$ cat src/rtl/dbl_pkg.sv
// Shared types for the doubling peripheral: window codes and size codes.
package dbl_pkg;
    typedef enum logic [1:0] {
        WIN_DATA = 2'd0,
        WIN_CALC = 2'd1,
        WIN_IRQ  = 2'd2,
        WIN_BASE = 2'd3
    } win_e;

    localparam logic [1:0] SZ_BYTE = 2'd0;
    localparam logic [1:0] SZ_WORD = 2'd2;
endpackage

$ cat src/rtl/dbl_decode.sv
// Request decoder: picks the window from the top address bits, qualifies
// access size, raises a stall for compute writes while a memory write is
// busy, and produces one-hot write strobes. Assumes BUS_W = 32 bit halves.
module dbl_decode
    import dbl_pkg::*;
#(
    parameter int APER_W = 6,
    parameter int HALVES = 2,
    localparam int ADDR_W = APER_W + 2
) (
    input  logic              req_valid,
    input  logic              req_write,
    input  logic [ADDR_W-1:0] req_addr,
    input  logic [1:0]        req_size,
    input  logic              busy,
    output win_e              win,
    output logic              byte_ok,
    output logic              accept,
    output logic              stall,
    output logic              data_wr,
    output logic              calc_wr,
    output logic              flag_wr,
    output logic [HALVES-1:0] half_wr
);
    logic [APER_W-1:0] offs;
    logic              wr_acc;
    logic              word_ok;

    // Window, size and acceptance qualification.
    always_comb begin
        win     = win_e'(req_addr[ADDR_W-1 -: 2]);
        offs    = req_addr[APER_W-1:0];
        byte_ok = (req_size == SZ_BYTE);
        word_ok = (req_size == SZ_WORD);
        stall   = req_valid && req_write && (win == WIN_CALC) && byte_ok && busy;
        accept  = req_valid && !stall;
        wr_acc  = accept && req_write;
        data_wr = wr_acc && (win == WIN_DATA) && byte_ok;
        calc_wr = wr_acc && (win == WIN_CALC) && byte_ok;
        flag_wr = wr_acc && (win == WIN_IRQ)  && byte_ok;
    end

    // One strobe per 32-bit half of the target address, at offset 4*h.
    for (genvar h = 0; h < HALVES; h++) begin : g_half
        assign half_wr[h] = wr_acc && (win == WIN_BASE) && word_ok &&
                            (offs == APER_W'(4 * h));
    end
endmodule

$ cat src/rtl/dbl_regs.sv
// Register file: doubled data value, split target address, interrupt flag,
// and the registered read response. Assumes at most one strobe per cycle
// from the decoder; a memory-write completion wins over a flag clear.
module dbl_regs
    import dbl_pkg::*;
#(
    parameter int DATA_W = 16,
    parameter int BUS_W  = 32,
    parameter int HALVES = 2,
    localparam int BASE_W = BUS_W * HALVES
) (
    input  logic              clk,
    input  logic              rst_n,
    input  logic              data_wr,
    input  logic              flag_wr,
    input  logic [HALVES-1:0] half_wr,
    input  logic              done_ev,
    input  logic              accept,
    input  logic              req_write,
    input  win_e              win,
    input  logic              byte_ok,
    input  logic [BUS_W-1:0]  wdata,
    output logic [BASE_W-1:0] base_q,
    output logic              flag_q,
    output logic              rsp_valid,
    output logic [BUS_W-1:0]  rsp_rdata
);
    logic [DATA_W-1:0] data_q;
    logic [BUS_W-1:0]  rd_mux;

    // Doubled data register.
    always_ff @(posedge clk) begin
        if (!rst_n)       data_q <= '0;
        else if (data_wr) data_q <= DATA_W'({wdata[7:0], 1'b0});
    end

    // Target address halves, each written independently.
    for (genvar h = 0; h < HALVES; h++) begin : g_base
        always_ff @(posedge clk) begin
            if (!rst_n)          base_q[h*BUS_W +: BUS_W] <= '0;
            else if (half_wr[h]) base_q[h*BUS_W +: BUS_W] <= wdata;
        end
    end

    // Interrupt flag: host write first, set events override.
    always_ff @(posedge clk) begin
        if (!rst_n) flag_q <= 1'b0;
        else begin
            if (flag_wr)            flag_q <= |wdata[7:0];
            if (data_wr || done_ev) flag_q <= 1'b1;
        end
    end

    // Read data selection per window.
    always_comb begin
        rd_mux = '1;
        case (win)
            WIN_DATA: if (byte_ok) rd_mux = BUS_W'(data_q);
            WIN_IRQ:  if (byte_ok) rd_mux = BUS_W'(flag_q);
            default:  rd_mux = '1;
        endcase
    end

    // Response register, one cycle after acceptance.
    always_ff @(posedge clk) begin
        if (!rst_n) begin
            rsp_valid <= 1'b0;
            rsp_rdata <= '0;
        end else begin
            rsp_valid <= accept;
            rsp_rdata <= (accept && !req_write) ? rd_mux : '0;
        end
    end
endmodule

$ cat src/rtl/dbl_dma.sv
// Single-beat write master: latches address and payload on start, holds
// them until the memory side reports completion. Assumes start only when idle.
module dbl_dma #(
    parameter int DATA_W = 16,
    parameter int ADDR_W = 64
) (
    input  logic              clk,
    input  logic              rst_n,
    input  logic              start,
    input  logic [ADDR_W-1:0] start_addr,
    input  logic [DATA_W-1:0] start_data,
    input  logic              dma_done,
    output logic              dma_valid,
    output logic [ADDR_W-1:0] dma_addr,
    output logic [DATA_W-1:0] dma_data,
    output logic              done_ev
);
    assign done_ev = dma_valid && dma_done;

    // Outstanding-write state and held payload.
    always_ff @(posedge clk) begin
        if (!rst_n) begin
            dma_valid <= 1'b0;
            dma_addr  <= '0;
            dma_data  <= '0;
        end else if (start) begin
            dma_valid <= 1'b1;
            dma_addr  <= start_addr;
            dma_data  <= start_data;
        end else if (done_ev) begin
            dma_valid <= 1'b0;
        end
    end
endmodule

$ cat src/rtl/dbl_dma_periph.sv
// Top: doubling peripheral with four 64-byte windows and a result push to
// memory. Assumes DATA_W >= 9 and a 32-bit host data bus.
module dbl_dma_periph
    import dbl_pkg::*;
#(
    parameter int APER_W = 6,
    parameter int DATA_W = 16,
    parameter int BUS_W  = 32,
    parameter int HALVES = 2,
    localparam int ADDR_W = APER_W + 2,
    localparam int BASE_W = BUS_W * HALVES
) (
    input  logic              clk,
    input  logic              rst_n,
    input  logic              req_valid,
    input  logic              req_write,
    input  logic [ADDR_W-1:0] req_addr,
    input  logic [1:0]        req_size,
    input  logic [BUS_W-1:0]  req_wdata,
    output logic              req_wait,
    output logic              rsp_valid,
    output logic [BUS_W-1:0]  rsp_rdata,
    output logic              dma_valid,
    output logic [BASE_W-1:0] dma_addr,
    output logic [DATA_W-1:0] dma_data,
    input  logic              dma_done,
    output logic              irq
);
    win_e              win;
    logic              byte_ok, accept, data_wr, calc_wr, flag_wr, done_ev;
    logic [HALVES-1:0] half_wr;
    logic [BASE_W-1:0] base_q;

    dbl_decode #(.APER_W(APER_W), .HALVES(HALVES)) u_dec (
        .req_valid(req_valid), .req_write(req_write), .req_addr(req_addr),
        .req_size(req_size), .busy(dma_valid), .win(win), .byte_ok(byte_ok),
        .accept(accept), .stall(req_wait), .data_wr(data_wr),
        .calc_wr(calc_wr), .flag_wr(flag_wr), .half_wr(half_wr)
    );

    dbl_regs #(.DATA_W(DATA_W), .BUS_W(BUS_W), .HALVES(HALVES)) u_regs (
        .clk(clk), .rst_n(rst_n), .data_wr(data_wr), .flag_wr(flag_wr),
        .half_wr(half_wr), .done_ev(done_ev), .accept(accept),
        .req_write(req_write), .win(win), .byte_ok(byte_ok),
        .wdata(req_wdata), .base_q(base_q), .flag_q(irq),
        .rsp_valid(rsp_valid), .rsp_rdata(rsp_rdata)
    );

    dbl_dma #(.DATA_W(DATA_W), .ADDR_W(BASE_W)) u_dma (
        .clk(clk), .rst_n(rst_n), .start(calc_wr), .start_addr(base_q),
        .start_data(DATA_W'({req_wdata[7:0], 1'b0})), .dma_done(dma_done),
        .dma_valid(dma_valid), .dma_addr(dma_addr), .dma_data(dma_data),
        .done_ev(done_ev)
    );
endmodule

$ cat config.mk
export PLATFORM = sky130hd
export DESIGN_NAME = dbl_dma_periph
export DESIGN_NICKNAME = d
export VERILOG_FILES = /design/src/rtl/dbl_pkg.sv /design/src/rtl/dbl_decode.sv /design/src/rtl/dbl_regs.sv /design/src/rtl/dbl_dma.sv /design/src/rtl/dbl_dma_periph.sv
export SDC_FILE = /design/constraint.sdc
export NUM_CORES = 1
export LEC_CHECK = 0
export BUFFER_PORTS_ARGS = -buffer_cell sky130_fd_sc_hd__buf_2
export CAP_MARGIN = 20
export CORE_UTILIZATION = 50
export CTS_CLUSTER_DIAMETER = 150
export DETAILED_ROUTE_END_ITERATION = 10
export GPL_ROUTABILITY_DRIVEN = 0
export PLACE_DENSITY = 0.76
export SKIP_CTS_REPAIR_TIMING = 1
export SYNTH_ARGS = -nofsm -noshare
export SYNTH_HDL_FRONTEND = slang
export SYNTH_HIERARCHICAL = 1
export SYNTH_SLANG_ARGS = --single-unit
$ cat constraint.sdc
create_clock -name clk -period 3.5 [get_ports clk]
set_input_delay 0.7 -clock clk [delete_from_list [all_inputs] [get_ports clk]]
set_output_delay 0.7 -clock clk [all_outputs]
set_load 0.02 [all_outputs]
== Word level (Yosys, flattened, before mapping) ==
Index checks and enable logic that the tools add are counted.

* Flip-flop bits (word level): 179
* Input bits: 47
* Output and inout bits: 116
* Logic and storage cells: 49

* Equality and inequality tests: 5
* Multiplexer cells: 7
* Reductions and logical operators: 28

{| class="wikitable"
|+ Operators by type and width
! cell !! number
|-
| 32-bit two-way mux || 2
|-
| 32-bit one-hot mux with 2 select lines || 1
|-
| 1-bit logical AND || 18
|-
| 8-bit OR reduction || 1
|-
| 2-bit == test, second input constant || 3
|-
| 6-bit by 3-bit == test with 1-bit output, second input constant || 1
|-
| 6-bit logical NOT || 1
|-
| 2-bit logical NOT || 2
|-
| 1-bit two-way mux || 4
|-
| 2-bit nonzero test || 2
|-
| 2-bit by 1-bit == test with 1-bit output, second input constant || 1
|-
| 1-bit logical NOT || 2
|-
| 2-bit AND reduction || 1
|-
| 1-bit logical OR || 1
|}

== Depth between registers and ports, before layout ==
Gate-level depths: netlist of run 1.

* Depth in word-level cells: 11
* Mapped depth: 6
* Mapped depth without buffers: 4

== Cells and area by module ==
Netlist of run 1, hierarchy kept.

{| class="wikitable"
|+ Modules (own cells, without submodules)
! module !! instances !! cells an instance !! area each (um^2) !! sequential area each (um^2)
|-
| dbl_regs || 1 || 297 || 3405.8 || 1681.6
|-
| dbl_dma || 1 || 262 || 3109.2 || 1621.6
|-
| dbl_decode || 1 || 18 || 122.6 || 0.0
|-
| dbl_dma_periph || 1 || 1 || 3.8 || 0.0
|}

== Worst setup path after synthesis of run 1 ==
No wires, ideal clock.

* Path kind: input port to output port
* From: input req_size[1]
* To: output req_wait
* Arrival time: 1.625 ns
* Data required time: 2.800 ns
* Setup slack: 1.175 ns
* Cell stages on the path: 2
* Buffers on the path: 0
* Cell sequence: or3_1 -> nor3_1

* Cells in the longest elaborated chain, start to end: 3

{| class="wikitable"
|+ Ends and longest elaborated chain
! what !! RTL line !! text
|-
| start: declaration || dbl_dma_periph.sv:18 || <nowiki>input logic [1:0] req_size,</nowiki>
|-
| 2-bit logical NOT || dbl_decode.sv:33 || <nowiki>byte_ok = (req_size == SZ_BYTE);</nowiki>
|-
| 1-bit logical AND (2 in series) || dbl_decode.sv:35 || <nowiki>stall = req_valid && req_write && (win == WIN_CALC) && byte_ok && busy;</nowiki>
|-
| end: declaration || dbl_dma_periph.sv:20 || <nowiki>output logic req_wait,</nowiki>
|}

No other way between the ends.

== Worst setup path after layout of run 1 ==
Ends and elaborated chain as after synthesis.

==> results of run 1 <==
## state kept, by name, indices dropped and copies added (netlist names)
register / count
u_dma/dma_addr: 64
u_regs/base_q: 64
u_dma/dma_data: 16
u_regs/rsp_rdata: 10
u_regs/data_q: 8
u_dma/dma_valid: 1
u_regs/flag_q: 1
u_regs/rsp_valid: 1
## stage by stage
step	instances	util, %	hold slack, ps
after floorplan	585	-	428
after global placement	864	56.6	438
after detailed placement	864	56.6	448
after CTS	894	61.0	453
after global routing	894	61.0	474
final	894	61.0	452
## metal layers
layer	vias up	track usage [%]	share of wire, %
met1	1958	23.8	45
met5	-	0	0
met2	116	32.3	47
met3	18	7.16	6.4
li1	2154	-	-
met4	0	7.00	1.5
## cells by family after synthesis
logic type             Yosys count  share of synthesized area (%)
and+or+nand+nor                178                           17.1
AOI/OAI and AO/OA               13                           1.39
muxes                          152                           22.9
DFF                            165                           49.7
buffers and inverters           69                           8.82
other                            1                         0.0565
## where the power goes
part / internal (mW) / switching, mW / total [mW]
combinational: 0.0700 / 0.0923 / 0.162
sequential: 1.89 / 0.00438 / 1.89
clock: 1.06 / 0.658 / 1.72
## Yosys cell counts, drive strengths merged (2+ instances only)
library cell    n
and2            2
buf            51
clkbuf         10
dfxtp         165
inv             8
mux2i         152
nand2           3
nand4bb         2
nor2            2
nor2b         154
nor3            3
nor4            3
nor4b           2
o21a            2
o22ai           8
## how the worst max path moves through the flow
stage / endpoint / slack [ps] / cells after the start / start
floorplan: req_wait / 1170 / 2 / req_size[1]
detailed placement: u_regs/base_q[39]$_SDFFE_PN0P_ / 860 / 6 / req_size[0]
global route: req_wait / 1080 / 4 / req_size[1]
CTS: req_wait / 1150 / 4 / req_size[1]
finish: req_wait / 1150 / 4 / req_size[1]
global placement: u_regs/base_q[45]$_SDFFE_PN0P_ / 930 / 6 / req_size[0]
## cell type report
| class | instances | area, µm² | share of cell area, % |
|---|---|---|---|
| clock inverter | 4 | 45.0 | 0.578 |
| clock buffer | 26 | 509 | 6.54 |
| inverter | 8 | 30.0 | 0.386 |
| multi-input combinational | 351 | 2800 | 36.0 |
| timing repair buffer | 168 | 883 | 11.3 |
| tap | 172 | 215 | 2.76 |
| sequential | 165 | 3300 | 42.4 |
## layout by cell type (no fill, tap or decap)
master     instances
nand4bb_1          2
or3_1              1
nor4b_2            1
conb_1             8
clkinv_2           3
dfxtp_1          165
inv_1              8
nand3b_4           1
o21a_1             2
nand4b_1           1
nor4_1             1
nor4_2             2
a21oi_1            1
nor4b_1            1
o22ai_1            8
buf_2            161
nor3_2             1
nand3_1            1
o41ai_2            1
buf_4              5
or2_2              1
bufinv_16          1
and2_1             2
clkbuf_1           4
nor2_1             2
clkbuf_8           5
a31oi_1            1
mux2i_1          152
nor4bb_1           1
clkbuf_16         17
nand2_1            3
nor3_1             2
or4b_1             1
nor2b_1          154
buf_12             2
## tightest hold or removal path: stages (launching register included)
cell and delay, ps:
dfxtp_1 310, inv_1 50, o22ai_1 50
==> impl_metrics.toml, run 1 <==
[status]
status = "complete, no violations"

[cts]
ctsRootBufferMaster = "clkbuf_16"
numCtsBuffers = 17
cts.sinks = 165
htreeDepth = 4
tritoncts = "yes"
cts_buffer_depth = 2
clk_pin_slew_ps = 60
clk_latency_ps = 410

[sta]
finalSetupTns_ps = 0
min_period_ps = 2350
finalHoldViolCount = 0
maxSlewViolCount = 0
clock_skew_ps = 3.72
worst_slack_ps = 1150
fmax_mhz = 425
fin_crit_sh_pct = 67.2
setup_viol = 0
slew_headroom_pct = 47.8
rsz0062_at_grt = "no"
worst_slew_pin_slew_ps = 782

[logic_synthesis]
synth-seq-cells = 165
ys_seq_area_share_pct = 49.7
synth_ff_type = "dfxtp_1"
ys_types = 31
postSynthCellCount = 578
yosysTopAreaCellShare_pct = 49.7
syn_area_um2 = 6640
synth_top_area_cell = "dfxtp_1"
yosys_warnings = 6
synthTopCellsByArea = "dfxtp_1, mux2i_1, nor2b_1, buf_4, buf_12"
synth-edff-count = 0
synthArstFlopShare_pct = 0
avgSynthCellArea_um2 = 11.5

[setup_path]
cp_top_family = "simple AND/OR/NAND/NOR gates"
crit_arrival_ps = 1650
slowest_delay_ps = 460
rr_worst_depth = 4
cp-start-kind = "input port"
cp_cell_sequence = "buf_2 > or3_1 > nor3_1 > buf_2"
endpoint_kind = "output pin"
rrSetupSlack_ps = 1710
slowest_stage = "or3_1"
cp_max_fo = 4
required_ps = 2800
r2r-end = "u_dma/dma_addr[38]$_SDFFE_PN0P_"
worst_path_most_repeated_cell = "buf_2"
cp_num_buf_inv = 2
rr_startpoint = "u_dma/dma_valid$_SDFFE_PN0P_"
critPathKind = "input port to output pin"

[cells_and_area]
design_area_um2 = 7790
n_antenna_cell = 0
layout-drive-gt1-share_pct = 27.8
n_fill_cell = 1084
nets = 758
area_growth_pct = 17.3

[worst_hold_path]
hold_path_end = "u_regs/rsp_rdata[7]$_SDFF_PN0_"
hold_path_class = "register to register"
hp-start = "u_regs/data_q[7]$_SDFFE_PN0P_"
min_path_cells = 2

[routing]
drt_iter0_markers = 189
routed_via_density = 4.75
vias = 4246
ant_nets = 0
routed_wirelength_um = 13100
drc = 0
wl_per_cell_um = 14.7
first_pass_iters = 4

[pwr]
totalPowerFinal_mw = 3.77
leakage_nw = 2.91
vdd_drop_max_v = 0.000346
powerDensity_nw_per_um2 = 485

[grt]
antenna_found_initial = 0
grt_pass1_vias = 4101
grt_max_degree = 94
track_usage_pct = 19.7
grt_overflow = 0
grt_first_pass_wirelength_um = 20600

[placed_design]
pre_cts_ws_ps = 865
hpwl_um = 8670
placed_area_um2 = 7230
port_buffers = 162

[floorplan]
die_w_um = 117
rows = 41
io_pins = 163
start_util_pct = 52.0
core_area_um2 = 12800
die_area_um2 = 13700
die_h_um = 117

[flow_run]
drv_cap = 0
Power figures use the tool's default switching activity.
==> run 2, diff against run 1 <==
Settings changed: CORE_UTILIZATION 50 to 48.
Clock period 3.5 ns to 2.1 ns, I/O delays scaled along.
==> impl_metrics.toml, run 2 (same netlist as run 1, synthesis figures left out) <==
[floorplan]
die_h_um = 120
die_w_um = 120
core_area_um2 = 13300
die_area_um2 = 14300
io_pins = 163
rows = 42
start_util_pct = 49.8

[pwr]
vdd_drop_max_v = 0.000454
totalPowerFinal_mw = 6.32
leakage_nw = 2.98
powerDensity_nw_per_um2 = 795

[sta]
clock_skew_ps = 7.58
fmax_mhz = 503
hold_slack_ps = 283
rsz0062_at_grt = "no"
worst_slew_pin_slew_ps = 671
worst_slack_ps = 112
min_period_ps = 1990
slew_headroom_pct = 55.2
maxSlewViolCount = 0
finalSetupTns_ps = 0
fin_crit_sh_pct = 94.7
setup_viol = 0
finalHoldViolCount = 0

[routing]
first_pass_iters = 4
drt_iter0_markers = 216
vias = 4311
ant_nets = 0
wl_per_cell_um = 14.8
drc = 0
routed_wirelength_um = 13500
routed_via_density = 4.75

[cts]
cts_buffer_depth = 2
clk_pin_slew_ps = 60
cts.sinks = 165
numCtsBuffers = 17
ctsRootBufferMaster = "clkbuf_16"
htreeDepth = 4
clk_latency_ps = 410
tritoncts = "yes"

[setup_path]
cp-start-kind = "input port"
slowest_delay_ps = 420
cp_top_family = "simple AND/OR/NAND/NOR gates"
critPathKind = "input port to output pin"
cp_max_fo = 4
rrSetupSlack_ps = 460
required_ps = 1680
slowest_stage = "or3_1"
cp_num_buf_inv = 3
crit_arrival_ps = 1570
cp_cell_sequence = "buf_2 > or3_1 > buf_4 > nor3_1 > buf_2"
endpoint_kind = "output pin"
worst_path_most_repeated_cell = "buf_2"

[cells_and_area]
layout-drive-gt1-share_pct = 29.0
final_common_cell = "dfxtp_1"
reg_top3 = "u_dma/dma_addr: 64 flops, u_regs/base_q: 64 flops, u_dma/dma_data: 16 flops"
n_antenna_cell = 0
final_util_pct = 59.5
final_cell_mix = "dfxtp_1, buf_2, nor2b_1"
nets = 771
finalNonFillerCells = 907
design_area_um2 = 7940
area_growth_pct = 19.5

[grt]
grt_pass1_vias = 4336
grt_overflow = 0
grt_max_degree = 97
antenna_found_initial = 0
track_usage_pct = 19.6
grt_first_pass_wirelength_um = 21600

[placed_design]
numPlacedInstances = 881
placed_area_um2 = 7400
pre_cts_ws_ps = -66.4
hpwl_um = 9510
port_buffers = 162

[flow_run]
drv_cap = 0

[worst_hold_path]
hold_path_class = "input port to register"

[status]
status = "complete, no violations"
-- run 2: cell count changes in the layout (fill, tap and decap cells not counted) --
| cell | before | now |
|---|---|---|
| clkbuf_1 | 4 | 2 |
| buf_4 | 5 | 13 |
| inv_6 | 0 | 1 |
| bufinv_16 | 1 | 2 |
| clkinv_2 | 3 | 2 |
| clkbuf_8 | 5 | 2 |
| buf_12 | 2 | 7 |
-- run 2: path summary, 6_finish.rpt --
| path | startpoint | end | cells after the start |
|---|---|---|---|
| max | req_size[1] | req_wait | 5 |
| max reg2reg | u_dma/dma_valid$_SDFFE_PN0P_ | u_dma/dma_addr[18]$_SDFFE_PN0P_ | 5 |
| min reg2reg | u_regs/data_q[1]$_SDFFE_PN0P_ | u_regs/rsp_rdata[1]$_SDFF_PN0_ | 2 |
| min | req_wdata[21] | u_regs/base_q[53]$_SDFFE_PN0P_ | 3 |
-- run 2: power by group --
part | internal (mW) | switching [mW]
Combinational | 0.122 | 0.156
Clock | 1.77 | 1.12
Sequential | 3.14 | 0.00715
Total | 5.04 | 1.28
-- run 2: final cells by class --
type | instances | area [µm²]
inverter | 8 | 30.0
fill | 1109 | 5410
timing repair buffer | 181 | 1040
clock buffer | 21 | 460
clock inverter | 5 | 78.8
sequential | 165 | 3300
tap | 176 | 220
multi-input combinational | 351 | 2800
-- run 2: per-layer routing --
layer	track usage, %	vias up	wire length, µm
li1	-	2176	-
met1	22.9	2005	5880
met2	33.2	111	6640
met3	6.08	19	724
met4	7.73	0	229
met5	0	-	0
-- run 2: tightest hold or removal path, stage by stage --
cell and delay (ps):
buf_2 90, mux2i_1 60, nor2b_1 90
==> run 3, diff against run 2 <==
Clock period 2.1 ns to 1.6 ns, I/O delays scaled along.
==> impl_metrics.toml, run 3 (same netlist as run 1, synthesis figures left out) <==
[cts]
clk_latency_ps = 420
clk_pin_slew_ps = 60
cts_buffer_depth = 2
tritoncts = "yes"
numCtsBuffers = 17
htreeDepth = 4
cts.sinks = 165
ctsRootBufferMaster = "clkbuf_16"

[routing]
ant_nets = 0
routed_wirelength_um = 14600
routed_via_density = 4.78
wl_per_cell_um = 15.9
vias = 4392
drc = 0
drt_iter0_markers = 228
first_pass_iters = 5

[setup_path]
endpoint_kind = "register"
cp-endpoint = "u_regs/base_q[36]$_SDFFE_PN0P_"
cp_max_fo = 16
rr_startpoint = "u_dma/dma_valid$_SDFFE_PN0P_"
cp-start-kind = "input port"
r2r-end = "u_dma/dma_addr[16]$_SDFFE_PN0P_"
required_ps = 1920
rr_worst_depth = 5
startpoint = "req_addr[0]"
critPathKind = "input port to register"
crit_arrival_ps = 1990
rrSetupSlack_ps = 60

[cells_and_area]
final_cell_mix = "dfxtp_1, buf_2, nor2b_1"
n_fill_cell = 1078
regArea_um2 = 3300
reg_top3 = "u_dma/dma_addr: 64 flops, u_regs/base_q: 64 flops, u_dma/dma_data: 16 flops"
n_antenna_cell = 0
area_growth_pct = 21.8
multi_input_area_um2 = 2840
nets = 778
layout-drive-gt1-share_pct = 31.0
finalNonFillerCells = 919
final_common_cell = "dfxtp_1"

[floorplan]
core_area_um2 = 13300
io_pins = 163
die_w_um = 120
die_area_um2 = 14300
rows = 42
start_util_pct = 49.8
die_h_um = 120

[sta]
min_period_ps = 1670
worst_slack_ps = -71.9
clock_skew_ps = 9.46
maxSlewViolCount = 0
rsz0062_at_grt = "yes"
finalSetupTns_ps = -932
finalHoldViolCount = 0
fmax_mhz = 598
setup_viol = 18
fin_crit_sh_pct = 104

[worst_hold_path]
hold_path_class = "input port to register"
min_path_cells = 3

[placed_design]
hpwl_um = 9200
port_buffers = 162
numPlacedInstances = 883
pre_cts_ws_ps = -489

[grt]
grt_overflow = 0
grt_pass1_vias = 4338
antenna_found_initial = 0
grt_first_pass_wirelength_um = 21800
grt_max_degree = 66
track_usage_pct = 19.7

[pwr]
powerDensity_nw_per_um2 = 1040
leakage_nw = 3.05
vdd_drop_max_v = 0.000701

[status]
violations = "setup timing"
status = "complete, but fails checks"

[flow_run]
drv_cap = 0
[run 3: cell types whose count changed in the layout (fill, tap and decap cells not counted), moves of 4 or more]
cell / change
clkinv_2: +4
clkinvlp_4: +4
buf_4: +4
buf_6: +5
[run 3: power breakdown]
group	internal, mW	leakage [nW]	switching (mW)
Combinational	0.176	1.45	0.215
Clock	2.27	0.270	1.62
Sequential	4.12	1.33	0.00939
[run 3: layout make-up]
cell class              instances  area share, %
clock buffers                  17           5.26
clock inverters                14           1.70
inverters                       8          0.371
multi-input cells             351           35.1
flip-flops and latches        165           40.9
well taps                     176           2.72
repair buffers                188           14.0
[run 3: critical path, stage by stage]
cell and delay [ps]:
buf_6 90, or4b_4 570, nor4_4 360, buf_6 340, mux2i_1 240, nor2b_1 60
[run 3: worst min path at each step]
stage                                             start                              to  slack [ps]
final                                     req_wdata[24]  u_regs/base_q[56]$_SDFFE_PN0P_         180
after CTS                                 req_wdata[24]  u_regs/base_q[56]$_SDFFE_PN0P_         150
after floorplan           u_regs/data_q[1]$_SDFFE_PN0P_  u_regs/rsp_rdata[1]$_SDFF_PN0_         430
after global placement    u_regs/data_q[3]$_SDFFE_PN0P_  u_regs/rsp_rdata[3]$_SDFF_PN0_         440
after detailed placement  u_regs/data_q[2]$_SDFFE_PN0P_  u_regs/rsp_rdata[2]$_SDFF_PN0_         440
after global routing                      req_wdata[25]  u_regs/base_q[25]$_SDFFE_PN0P_         160
[run 3: layer usage]
layer	track usage (%)	share of wire, %	vias to the layer above
li1	-	-	2200
met2	33.1	49	103
met3	5.94	4.5	23
met4	8.05	1.4	0
met1	23.4	45	2066
met5	0	0	-
[run 3: metrics by stage]
step	utilization, %	area [µm²]	hold WS, ps	power, mW
3_5_place_dp	55.7	7440	443	4.61
5_1_grt	60.6	8090	164	8.72
3_3_place_gp	55.7	7440	439	4.61
2_1_floorplan	-	6690	428	4.47
4_1_cts	59.9	8000	154	8.51
6_report	60.6	8090	176	8.42
